[config.mk]
export PLATFORM = sky130hd
export DESIGN_NAME = slm_mult
export DESIGN_NICKNAME = d
export VERILOG_FILES = /design/src/rtl/slm_pkg.sv /design/src/rtl/slm_lut3.sv /design/src/rtl/slm_row.sv /design/src/rtl/slm_acc.sv /design/src/rtl/slm_mult.sv
export SDC_FILE = /design/constraint.sdc
export NUM_CORES = 1
export LEC_CHECK = 0
export BUFFER_PORTS_ARGS = -buffer_cell sky130_fd_sc_hd__buf_2
export CORE_ASPECT_RATIO = 0.7
export CORE_MARGIN = 1.5
export CORE_UTILIZATION = 50
export CTS_CLUSTER_DIAMETER = 200
export DETAILED_ROUTE_END_ITERATION = 10
export PLACE_DENSITY = 0.72
export RECOVER_POWER = 25
export SLEW_MARGIN = 40
export SYNTH_ARGS = -nofsm -noshare
export SYNTH_HDL_FRONTEND = slang
export SYNTH_SLANG_ARGS = --single-unit
[constraint.sdc]
create_clock -name clk -period 6.3 [get_ports clk]
set_input_delay 1.26 -clock clk [delete_from_list [all_inputs] [get_ports clk]]
set_output_delay 1.26 -clock clk [all_outputs]
set_load 0.03 [all_outputs]
[src/rtl/slm_pkg.sv]
package slm_pkg;
    localparam int GRP_W  = 3;
    localparam int LUT_AW = 2 * GRP_W;
    localparam int LUT_DW = 2 * GRP_W;
    localparam int LUT_N  = 1 << LUT_AW;
endpackage

[src/rtl/slm_lut3.sv]
module slm_lut3
    import slm_pkg::*;
(
    input  logic [LUT_AW-1:0] addr,
    output logic [LUT_DW-1:0] prod
);
    logic [LUT_DW-1:0] tbl [LUT_N];

    always_comb begin
        for (int i = 0; i < LUT_N; i++) begin
            tbl[i] = LUT_DW'((i >> GRP_W) * (i % (1 << GRP_W)));
        end
    end

    assign prod = tbl[addr];

    // no 3x3 entry exceeds 7*7
    always_comb begin
        p_lut_range_r1: assert (prod <= LUT_DW'(49));
    end
endmodule

[src/rtl/slm_row.sv]
module slm_row
    import slm_pkg::*;
#(
    parameter int NG = 6,
    localparam int PW = NG * GRP_W,
    localparam int RW = PW + GRP_W
) (
    input  logic [GRP_W-1:0] a_grp,
    input  logic [PW-1:0]    b_op,
    output logic [RW-1:0]    row
);
    logic [NG-1:0][LUT_DW-1:0] pp;

    for (genvar j = 0; j < NG; j++) begin : g_slice
        slm_lut3 u_lut (
            .addr ({a_grp, b_op[j*GRP_W +: GRP_W]}),
            .prod (pp[j])
        );
    end

    always_comb begin
        row = '0;
        for (int j = 0; j < NG; j++) begin
            row = row + (RW'(pp[j]) << (GRP_W * j));
        end
    end
endmodule

[src/rtl/slm_acc.sv]
module slm_acc
    import slm_pkg::*;
#(
    parameter int NG = 6,
    localparam int PW = NG * GRP_W,
    localparam int RW = PW + GRP_W,
    localparam int FW = 2 * PW
) (
    input  logic [NG-1:0][RW-1:0] rows,
    output logic [FW-1:0]         sum
);
    always_comb begin
        sum = '0;
        for (int g = 0; g < NG; g++) begin
            sum = sum + (FW'(rows[g]) << (GRP_W * g));
        end
    end
endmodule

[src/rtl/slm_mult.sv]
module slm_mult
    import slm_pkg::*;
#(
    parameter int WIDTH = 16
) (
    input  logic               clk,
    input  logic               rst_n,
    input  logic               start,
    input  logic [WIDTH-1:0]   op_a,
    input  logic [WIDTH-1:0]   op_b,
    output logic [2*WIDTH-1:0] product,
    output logic               done
);
    localparam int NG = (WIDTH + GRP_W - 1) / GRP_W;
    localparam int PW = NG * GRP_W;
    localparam int RW = PW + GRP_W;
    localparam int FW = 2 * PW;
    localparam int OW = 2 * WIDTH;

    typedef struct packed {
        logic                  vld;
        logic [NG-1:0][RW-1:0] rows;
        logic                  done;
        logic [OW-1:0]         prod;
    } st_t;

    st_t st_d, st_q;

    logic [PW-1:0]         a_pad, b_pad;
    logic [NG-1:0][RW-1:0] row_w;
    logic [FW-1:0]         sum_w;

    assign a_pad = PW'(op_a);
    assign b_pad = PW'(op_b);

    for (genvar g = 0; g < NG; g++) begin : g_row
        slm_row #(.NG(NG)) u_row (
            .a_grp (a_pad[g*GRP_W +: GRP_W]),
            .b_op  (b_pad),
            .row   (row_w[g])
        );
    end

    slm_acc #(.NG(NG)) u_acc (
        .rows (st_q.rows),
        .sum  (sum_w)
    );

    always_comb begin
        st_d      = st_q;
        st_d.vld  = start;
        if (start) begin
            st_d.rows = row_w;
        end
        st_d.done = st_q.vld;
        if (st_q.vld) begin
            st_d.prod = sum_w[OW-1:0];
        end
    end

    always_ff @(posedge clk or negedge rst_n) begin
        if (!rst_n) begin
            st_q <= '0;
        end else begin
            st_q <= st_d;
        end
    end

    assign product = st_q.prod;
    assign done    = st_q.done;

    // cycles since reset, saturating, so $past never reaches before reset
    logic [1:0] age_q;
    always_ff @(posedge clk or negedge rst_n) begin
        if (!rst_n) begin
            age_q <= '0;
        end else if (age_q != 2'd3) begin
            age_q <= age_q + 2'd1;
        end
    end

    p_done_latency_r6: assert property (@(posedge clk) disable iff (!rst_n)
        (age_q >= 2'd2) |-> (done == $past(start, 2)));

    p_hold_r10: assert property (@(posedge clk) disable iff (!rst_n)
        (age_q >= 2'd2 && !$past(st_q.vld)) |-> $stable(product));

    p_zero_r7: assert property (@(posedge clk) disable iff (!rst_n)
        (st_q.vld && st_q.rows == '0) |=> (product == '0));

    if (FW > OW) begin : g_ovf
        p_no_overflow_r3: assert property (@(posedge clk) disable iff (!rst_n)
            st_q.vld |-> (sum_w[FW-1:OW] == '0));
    end
endmodule

# ---- Word-level counts from Yosys, hierarchy flattened
# Memory sizes are Yosys's and may differ from the RTL's.
# Index checks and enable logic that the tools add are counted.
dict set report word_totals {
  ramBits 0
  register_bits 155
  latchBits 0
  input_bits 35
  rom_bits 13824
  n_memories 36
}
# name words word_bits read_ports rd_clocked_by_memory_dff wr line
set memory_table {}
lappend memory_table {{(name not given)} 64 6 1 0 0 slm_lut3.sv:15} ;# assign prod = tbl[addr];
lappend memory_table {{(name not given)} 64 6 1 0 0 slm_lut3.sv:15}
lappend memory_table {{(name not given)} 64 6 1 0 0 slm_lut3.sv:15}
lappend memory_table {{(name not given)} 64 6 1 0 0 slm_lut3.sv:15}
lappend memory_table {{(name not given)} 64 6 1 0 0 slm_lut3.sv:15}
lappend memory_table {{(name not given)} 64 6 1 0 0 slm_lut3.sv:15}
lappend memory_table {{30 more memories} n/a n/a n/a n/a n/a n/a}
dict set report classes {
  n_reduce_logical 0
  magnitude_cmp 36
  muxes 72
  div 0
  addsub 35
  bitwise_logic 36
  n_mul 0
  shift 0
  eq_ne 0
}
# cell count
set ops {}
lappend ops {{6-bit two-way mux} 66}
lappend ops {{7-bit greater-or-equal comparator (second input constant)} 36}
lappend ops {{6-bit inverter with 7-bit output} 30}
lappend ops {{21-bit by 12-bit adder with 21-bit output} 4}
lappend ops {{21-bit by 15-bit adder with 21-bit output} 4}
lappend ops {{21-bit by 18-bit adder with 21-bit output} 4}
lappend ops {{21-bit adder} 4}
lappend ops {{32-bit adder} 2}
lappend ops {{6-bit by 9-bit adder with 10-bit output} 6}
lappend ops {{4-bit inverter with 7-bit output} 6}
lappend ops {{17-bit adder} 2}
lappend ops {{32-bit by 30-bit adder with 32-bit output} 1}
lappend ops {{25-bit by 27-bit adder with 28-bit output} 1}
lappend ops {{10-bit by 12-bit adder with 13-bit output} 2}
lappend ops {{21-bit by 24-bit adder with 25-bit output} 1}
lappend ops {{20-bit by 15-bit adder with 20-bit output} 1}
lappend ops {{20-bit by 18-bit adder with 20-bit output} 1}
lappend ops {{20-bit adder} 1}
lappend ops {{5-bit two-way mux} 4}
lappend ops {{17-bit by 15-bit adder with 17-bit output} 1}
lappend ops {{2-bit two-way mux} 2}

# ---- Logic depth before layout (Yosys ltp)
dict set report logic_depth {
  depth_word 9
  depth_mapped 27
  ltp_nobuf 23
}

# ---- Modules after synthesis
# Synthesis repeated with hierarchy kept, for this count alone.
dict set report unflattened {
  cells_unflattened 3240
  hier_area_um2 27365.0
}
# mod cells_per_inst area_per_inst_um2 n_inst seq_area_each_um2
set modules_own_cells {}
lappend modules_own_cells {{slm_lut3 at g_row[0].u_row.g_slice[1].u_lut ...} 50 335.3 35 0.0}
lappend modules_own_cells {slm_mult 369 6311.1 1 4003.8}
lappend modules_own_cells {{slm_row at g_row[1].u_row ...} 115 918.4 4 0.0}
lappend modules_own_cells {slm_acc 404 3608.5 1 0.0}
lappend modules_own_cells {{slm_row at g_row[0].u_row} 104 839.6 1 0.0}
lappend modules_own_cells {{slm_row at g_row[5].u_row} 103 833.3 1 0.0}
lappend modules_own_cells {{slm_lut3 at g_row[0].u_row.g_slice[0].u_lut} 50 362.8 1 0.0}

# ---- Worst setup path before layout
# OpenSTA, ideal clock, no wires.
dict set report synth_path {
  kind {input-to-reg}
  start {in op_b[1]}
  end {reg st_q[133] (netlist name)}
  t_arrival_ps 6023
  required_ps 6175
  cell_stages 27
  path_slack_ps 152
  cell_sequence {clkbuf_1 > inv_1 > clkbuf_1 > ha_1 > clkbuf_1 > buf_1 > nand3_1 > a21oi_1 > a21oi_1 > o22ai_1 > ha_1 > inv_1 > fa_1 > inv_1 > a21oi_1 > o21bai_1 > a31o_2 > and3b_1 > xor2_1 > ha_1 > fa_1 > a21o_1 > a21oi_1 > o21bai_1 > a21oi_1 > xnor2_1 > mux2_2}
}
dict set report synth_between {
  elab_chain_len 9
}
# element line
set synth_rtl {}
lappend synth_rtl {{from (decl)} slm_mult.sv:10} ;# input logic [WIDTH-1:0] op_b,
lappend synth_rtl {{6-bit inverter with 7-bit output (not written as such)} slm_lut3.sv:15}
lappend synth_rtl {{memory read 64 x 6 bit} n/a}
lappend synth_rtl {{6-bit two-way mux (not written as such) (2 in series)} slm_lut3.sv:15}
lappend synth_rtl {{6-bit by 9-bit adder with 10-bit output} slm_row.sv:24} ;# row = row + (RW'(pp[j]) << (GRP_W * j));
lappend synth_rtl {{10-bit by 12-bit adder with 13-bit output} slm_row.sv:24}
lappend synth_rtl {{20-bit by 15-bit adder with 20-bit output} slm_row.sv:24}
lappend synth_rtl {{20-bit by 18-bit adder with 20-bit output} slm_row.sv:24}
lappend synth_rtl {{20-bit adder} slm_row.sv:24}
lappend synth_rtl {{to (signal assigned)} slm_mult.sv:65} ;# st_q <= st_d;
lappend synth_rtl {{to (decl)} slm_mult.sv:27} ;# st_t st_d, st_q;
# No other way between the ends. The select of a mux whose other input is x is not followed.
# A chain may end at the register's enable or synchronous reset.

# ---- Worst setup path in the final report
dict set report layout_path {
  start {in op_b[0]}
  end {reg st_q[94] (netlist name)}
}
dict set report layout_between {
  elab_chain_len 9
}
# element line
set layout_rtl {}
lappend layout_rtl {{6-bit inverter with 7-bit output (not written as such)} slm_lut3.sv:15}
lappend layout_rtl {{memory read 64 x 6 bit} n/a}
lappend layout_rtl {{6-bit two-way mux (not written as such) (2 in series)} slm_lut3.sv:15}
lappend layout_rtl {{6-bit by 9-bit adder with 10-bit output} slm_row.sv:24}
lappend layout_rtl {{21-bit by 12-bit adder with 21-bit output} slm_row.sv:24}
lappend layout_rtl {{21-bit by 15-bit adder with 21-bit output} slm_row.sv:24}
lappend layout_rtl {{21-bit by 18-bit adder with 21-bit output} slm_row.sv:24}
lappend layout_rtl {{21-bit adder} slm_row.sv:24}
# No other way between the ends. The select of a mux whose other input is x is not followed.

==> summary.txt <==
Layout
  – Finished Core Util: 0.549
  – FF/Latch Area: 3750 um^2
  – Area Growth Syn to Fin: 6.91%
  – Cell area after layout: slightly above 20000 um^2
  – FILL cells: 3520
  – Area occupied by multi-input gates: 13900 um^2
  – Layout cells sized above 1: 0.136
  – Layout net count: roughly 2700
  – Cell Count, Final, Fillers Out: 2891

Critical path
  – Required time of the critical path: between 6 and 7 ns
  – CP most frequent cell: inv_1
  – CP peak stage delay: approximately 0.57 ns
  – Critical Path Fanout Max: 12
  – Crit. End Element: flop
  – Worst R2R End: product[28]
  – CP Cell Sequence: buf_2 > inv_1 > ha_1 > nor2_1 > a21oi_1 > nand2_1 > o21ai_0 > a22o_1 > ha_1 > inv_1 > fa_1 > inv_1 > a21oi_1 > nor2_1 > nand3b_1 > fa_1 > inv_1 > ha_1 > a21o_1 > a21oi_1 > o21bai_2 > a31oi_1 > nor2_1 > o31a_1
  – Worst Path Arrival: between 6 and 7 ns
  – Reg2Reg Setup Slack: ~0.6 ns
  – Worst Reg2Reg Path Length in Cells: 20
  – FF-to-FF Start: st_q[39]
  – Worst Setup Path Type: input port to flop
  – Critical Path Source Type: input port
  – Cell at the slowest stage of the critical path: fa_1

Floorplan
  – Die area: 39800 um^2
  – Core area: about 38000 um^2
  – Die height: 167 um
  – Cell Rows: between 50 and 60
  – I/O Pins: 68
  – DIE WIDTH: about 240 um
  – Starting Density: 0.513

STA
  – WHS: 0.485 ns
  – Clock Skew: approximately 0.013 ns
  – Final Hold Vio Count: 0
  – Final worst slack: 0.377 ns
  – Tmin final: 5.92 ns
  – RSZ-0062 raised after global routing: false
  – Setup-failing EPs final: 0
  – Slew HR: -1.56
  – Worst-margin pin slew: ~3.8 ns
  – Fin. max-slew vios: 109
  – Max Freq: 169 MHz
  – Post-route setup TNS: 0 ns
  – Final worst path period share: 0.940

Logic synthesis
  – Synth Area in XOR/XNOR: 0.0504
  – Sequential fraction of the synthesis area: 0.195
  – Synth Cell Area: 19300 um^2
  – Area contributors post-synth: dfrtp_1, ha_1, fa_1
  – Synth Area per Inst: 7.99 um^2
  – Synth warn: 0
  – FF+latch count, synth: 150
  – Synth Flop Type: dfrtp_1
  – Synth Area in Compound Gates: 0.250
  – Post-synthesis mux area share: 0.0784
  – Synth Instances: 2414
  – Cell variety after synth: 81
  – Post-synth net total: between 2000 and 3000
  – Ys async rst share: 1.00
  – Synth Area in Adders: 0.192
  – Synth top area share: 0.195
  – Area leader, netlist: dfrtp_1
  – Post-Synth Simple-Gate Area: 0.148
  – Main combinational cell family by area after synthesis: compound AO/OA/AOI/OAI gates
  – EDFF count, synth: 0

Drt
  – DRT Pass-1 Iters: 8
  – DRT Wirelength: roughly 70 mm
  – Routed vias: between 15000 and 20000
  – DRT iter0 DRCs: 2594
  – Final antenna-violating net count: 0
  – Via density: 6.48
  – Wirelength per Cell: around 24 um
  – DRC: 0

Pwr
  – Clk network pwr share: 0.099
  – Power Internal: 5.02 mW
  – Switch share: 0.522
  – Lkg Pwr: ~9.7 nW
  – Tot Pwr: ~11 mW
  – Pwr dens: 510 nW/um^2
  – Peak supply drop: 0.934 mV
  – Share of power burned in registers: 0.135
  – Net Sw Power: 5.49 mW
  – Comb power frac: 0.765

Clock tree
  – Clock Pin Slew Worst Setup and Hold Paths: 0.07 ns
  – Post-CTS Setup Inserts: 0
  – Post-CTS resize count: 0
  – Worst-Skew Late Latency: 0.46 ns
  – Hold_buf cts: 0
  – Htree depth: 4
  – Clk root buf: clkbuf_16
  – TritonCTS buffer count: 17
  – # clock sinks: 150
  – Clk buf depth: 2
  – CTS tree: yes

Placed design
  – DP Worst Slack: approximately 0.06 ns
  – Global placer's final weighted congestion: 1.06
  – Inst Count DP: 2856
  – DP HPWL: about 53 mm
  – Cell area after placement: 20000 um^2
  – Port Buffers: 67

Run status
  – Status: complete, but fails checks
  – Failing checks: capacitance limit, slew limit

Global route
  – GR Overflow Total: 0
  – Largest net degree at the start of global routing: 88
  – Global Route Usage Sum: 0.355
  – Number of global-route vias before repair: 18000
  – Initial antenna violation count: 4
  – First-pass GRT wire length: 108 mm

Worst hold path
  – Hold Path Cell Cnt: 2
  – Endpoint, Worst Hold: product[23]
  – Hold_sp: product[23]
  – Hold WC Path Type: flop to flop

Run
  – Max-cap violations: 2
-- area by class of cell --
class	instances	share of cell area
Antenna cell	3	0.000364
Inverter	159	0.0290
Sequential cell	150	0.182
Timing Repair Buffer	177	0.0574
Clock buffer	17	0.0206
Clock inverter	15	0.00868
Multi-Input combinational cell	1882	0.672
Tap cell	488	0.0296
-- worst max-delay path by stage --
| stage | start | endpoint | cells past startpoint |
|---|---|---|---|
| 2_1_floorplan | op_b[1] | st_q[133] | 27 |
| 3_3_place_gp | op_b[0] | st_q[115] | 25 |
| 3_5_place_dp | op_b[0] | st_q[94] | 24 |
| 4_1_cts | op_b[0] | st_q[94] | 24 |
| 5_1_grt | op_b[0] | st_q[115] | 25 |
| 6_report | op_b[0] | st_q[94] | 24 |
-- cells in the mapped netlist (9+ instances only) --
cell,instances
a41oi_1,10
a22o_1,25
buf_4,38
xnor2_1,89
buf_1,29
nand3_1,54
o21ai_1,22
a211oi_1,32
o31ai_1,18
buf_2,63
nand2_1,253
fa_1,60
clkbuf_1,91
inv_1,151
and2_1,20
mux2_2,84
nor2_1,164
o211ai_1,25
a221oi_1,26
a22oi_1,23
a31oi_1,26
nand2b_1,14
ha_1,200
a21oi_1,218
a21o_1,56
nand3b_1,15
nor2b_1,14
o21bai_1,15
o21ai_0,163
a311oi_1,9
nand4_1,12
mux2i_1,43
xor2_1,22
nor3_1,25
dfrtp_1,150
and3_1,15
-- layer usage --
metal / up-vias / wire length (um) / track usage
met4: 4 / 2920 / 0.143
met5: - / 18 / 0
li1: 8528 / - / -
met3: 166 / 7560 / 0.0894
met2: 967 / 28700 / 0.515
met1: 9055 / 30400 / 0.502
-- registers in the layout, indices dropped and copies added, names as in the netlist --
signal	cells
st_q	116
st_d	1
product	32
done	1
-- placed cells by master, fill, tap and decap left out, types with 15 or more instances in the layout --
cell | netlist | final
nor3_1 | 25 | 25
o211ai_1 | 25 | 25
o31ai_1 | 18 | 18
a21o_1 | 56 | 56
xnor2_1 | 89 | 89
ha_1 | 200 | 200
inv_1 | 151 | 151
and3_1 | 15 | 15
mux2i_1 | 43 | 43
and2_1 | 20 | 20
o21ai_1 | 22 | 22
o21ai_0 | 163 | 163
a21oi_1 | 218 | 217
buf_2 | 63 | 65
a211oi_1 | 32 | 32
xor2_1 | 22 | 22
dfrtp_1 | 150 | 150
o21bai_1 | 15 | 15
nand3b_1 | 15 | 15
a221oi_1 | 26 | 26
a22oi_1 | 23 | 23
nand2_1 | 253 | 253
nor2_1 | 164 | 164
buf_4 | 38 | 108
nand3_1 | 54 | 54
mux2_2 | 84 | 84
fa_1 | 60 | 60
clkbuf_16 | 0 | 17
a31oi_1 | 26 | 26
a22o_1 | 25 | 25
-- cell families after synthesis --
logic type               count (synthesis)
AO/OA/AOI/OAI                          754
XOR/XNOR                               111
adder cells (fa/ha/maj)                260
buffers and inverters                  382
flip-flops                             150
multiplexers                           133
AND/OR/NAND/NOR                        624
-- power groups by stage --
| stage | combinational (mW) | clock [mW] | sequential [mW] |
|---|---|---|---|
| after floorplan | 6.18 | 0 | 1.39 |
| after global placement | 7.66 | 0 | 1.43 |
| after detailed placement | 7.85 | 0 | 1.44 |
| after CTS | 7.91 | 1.06 | 1.42 |
| after global routing | 9.01 | 1.11 | 1.46 |
| final | 8.05 | 1.05 | 1.42 |
-- critical path: cells and delay by family --
family          cells  cell delay, ns
compound gates      9            1.78
fa+ha+maj           5            2.00
buf+inv             5            0.50
simple gates        5            0.71
No activity file was read; power rests on OpenSTA's default activity.
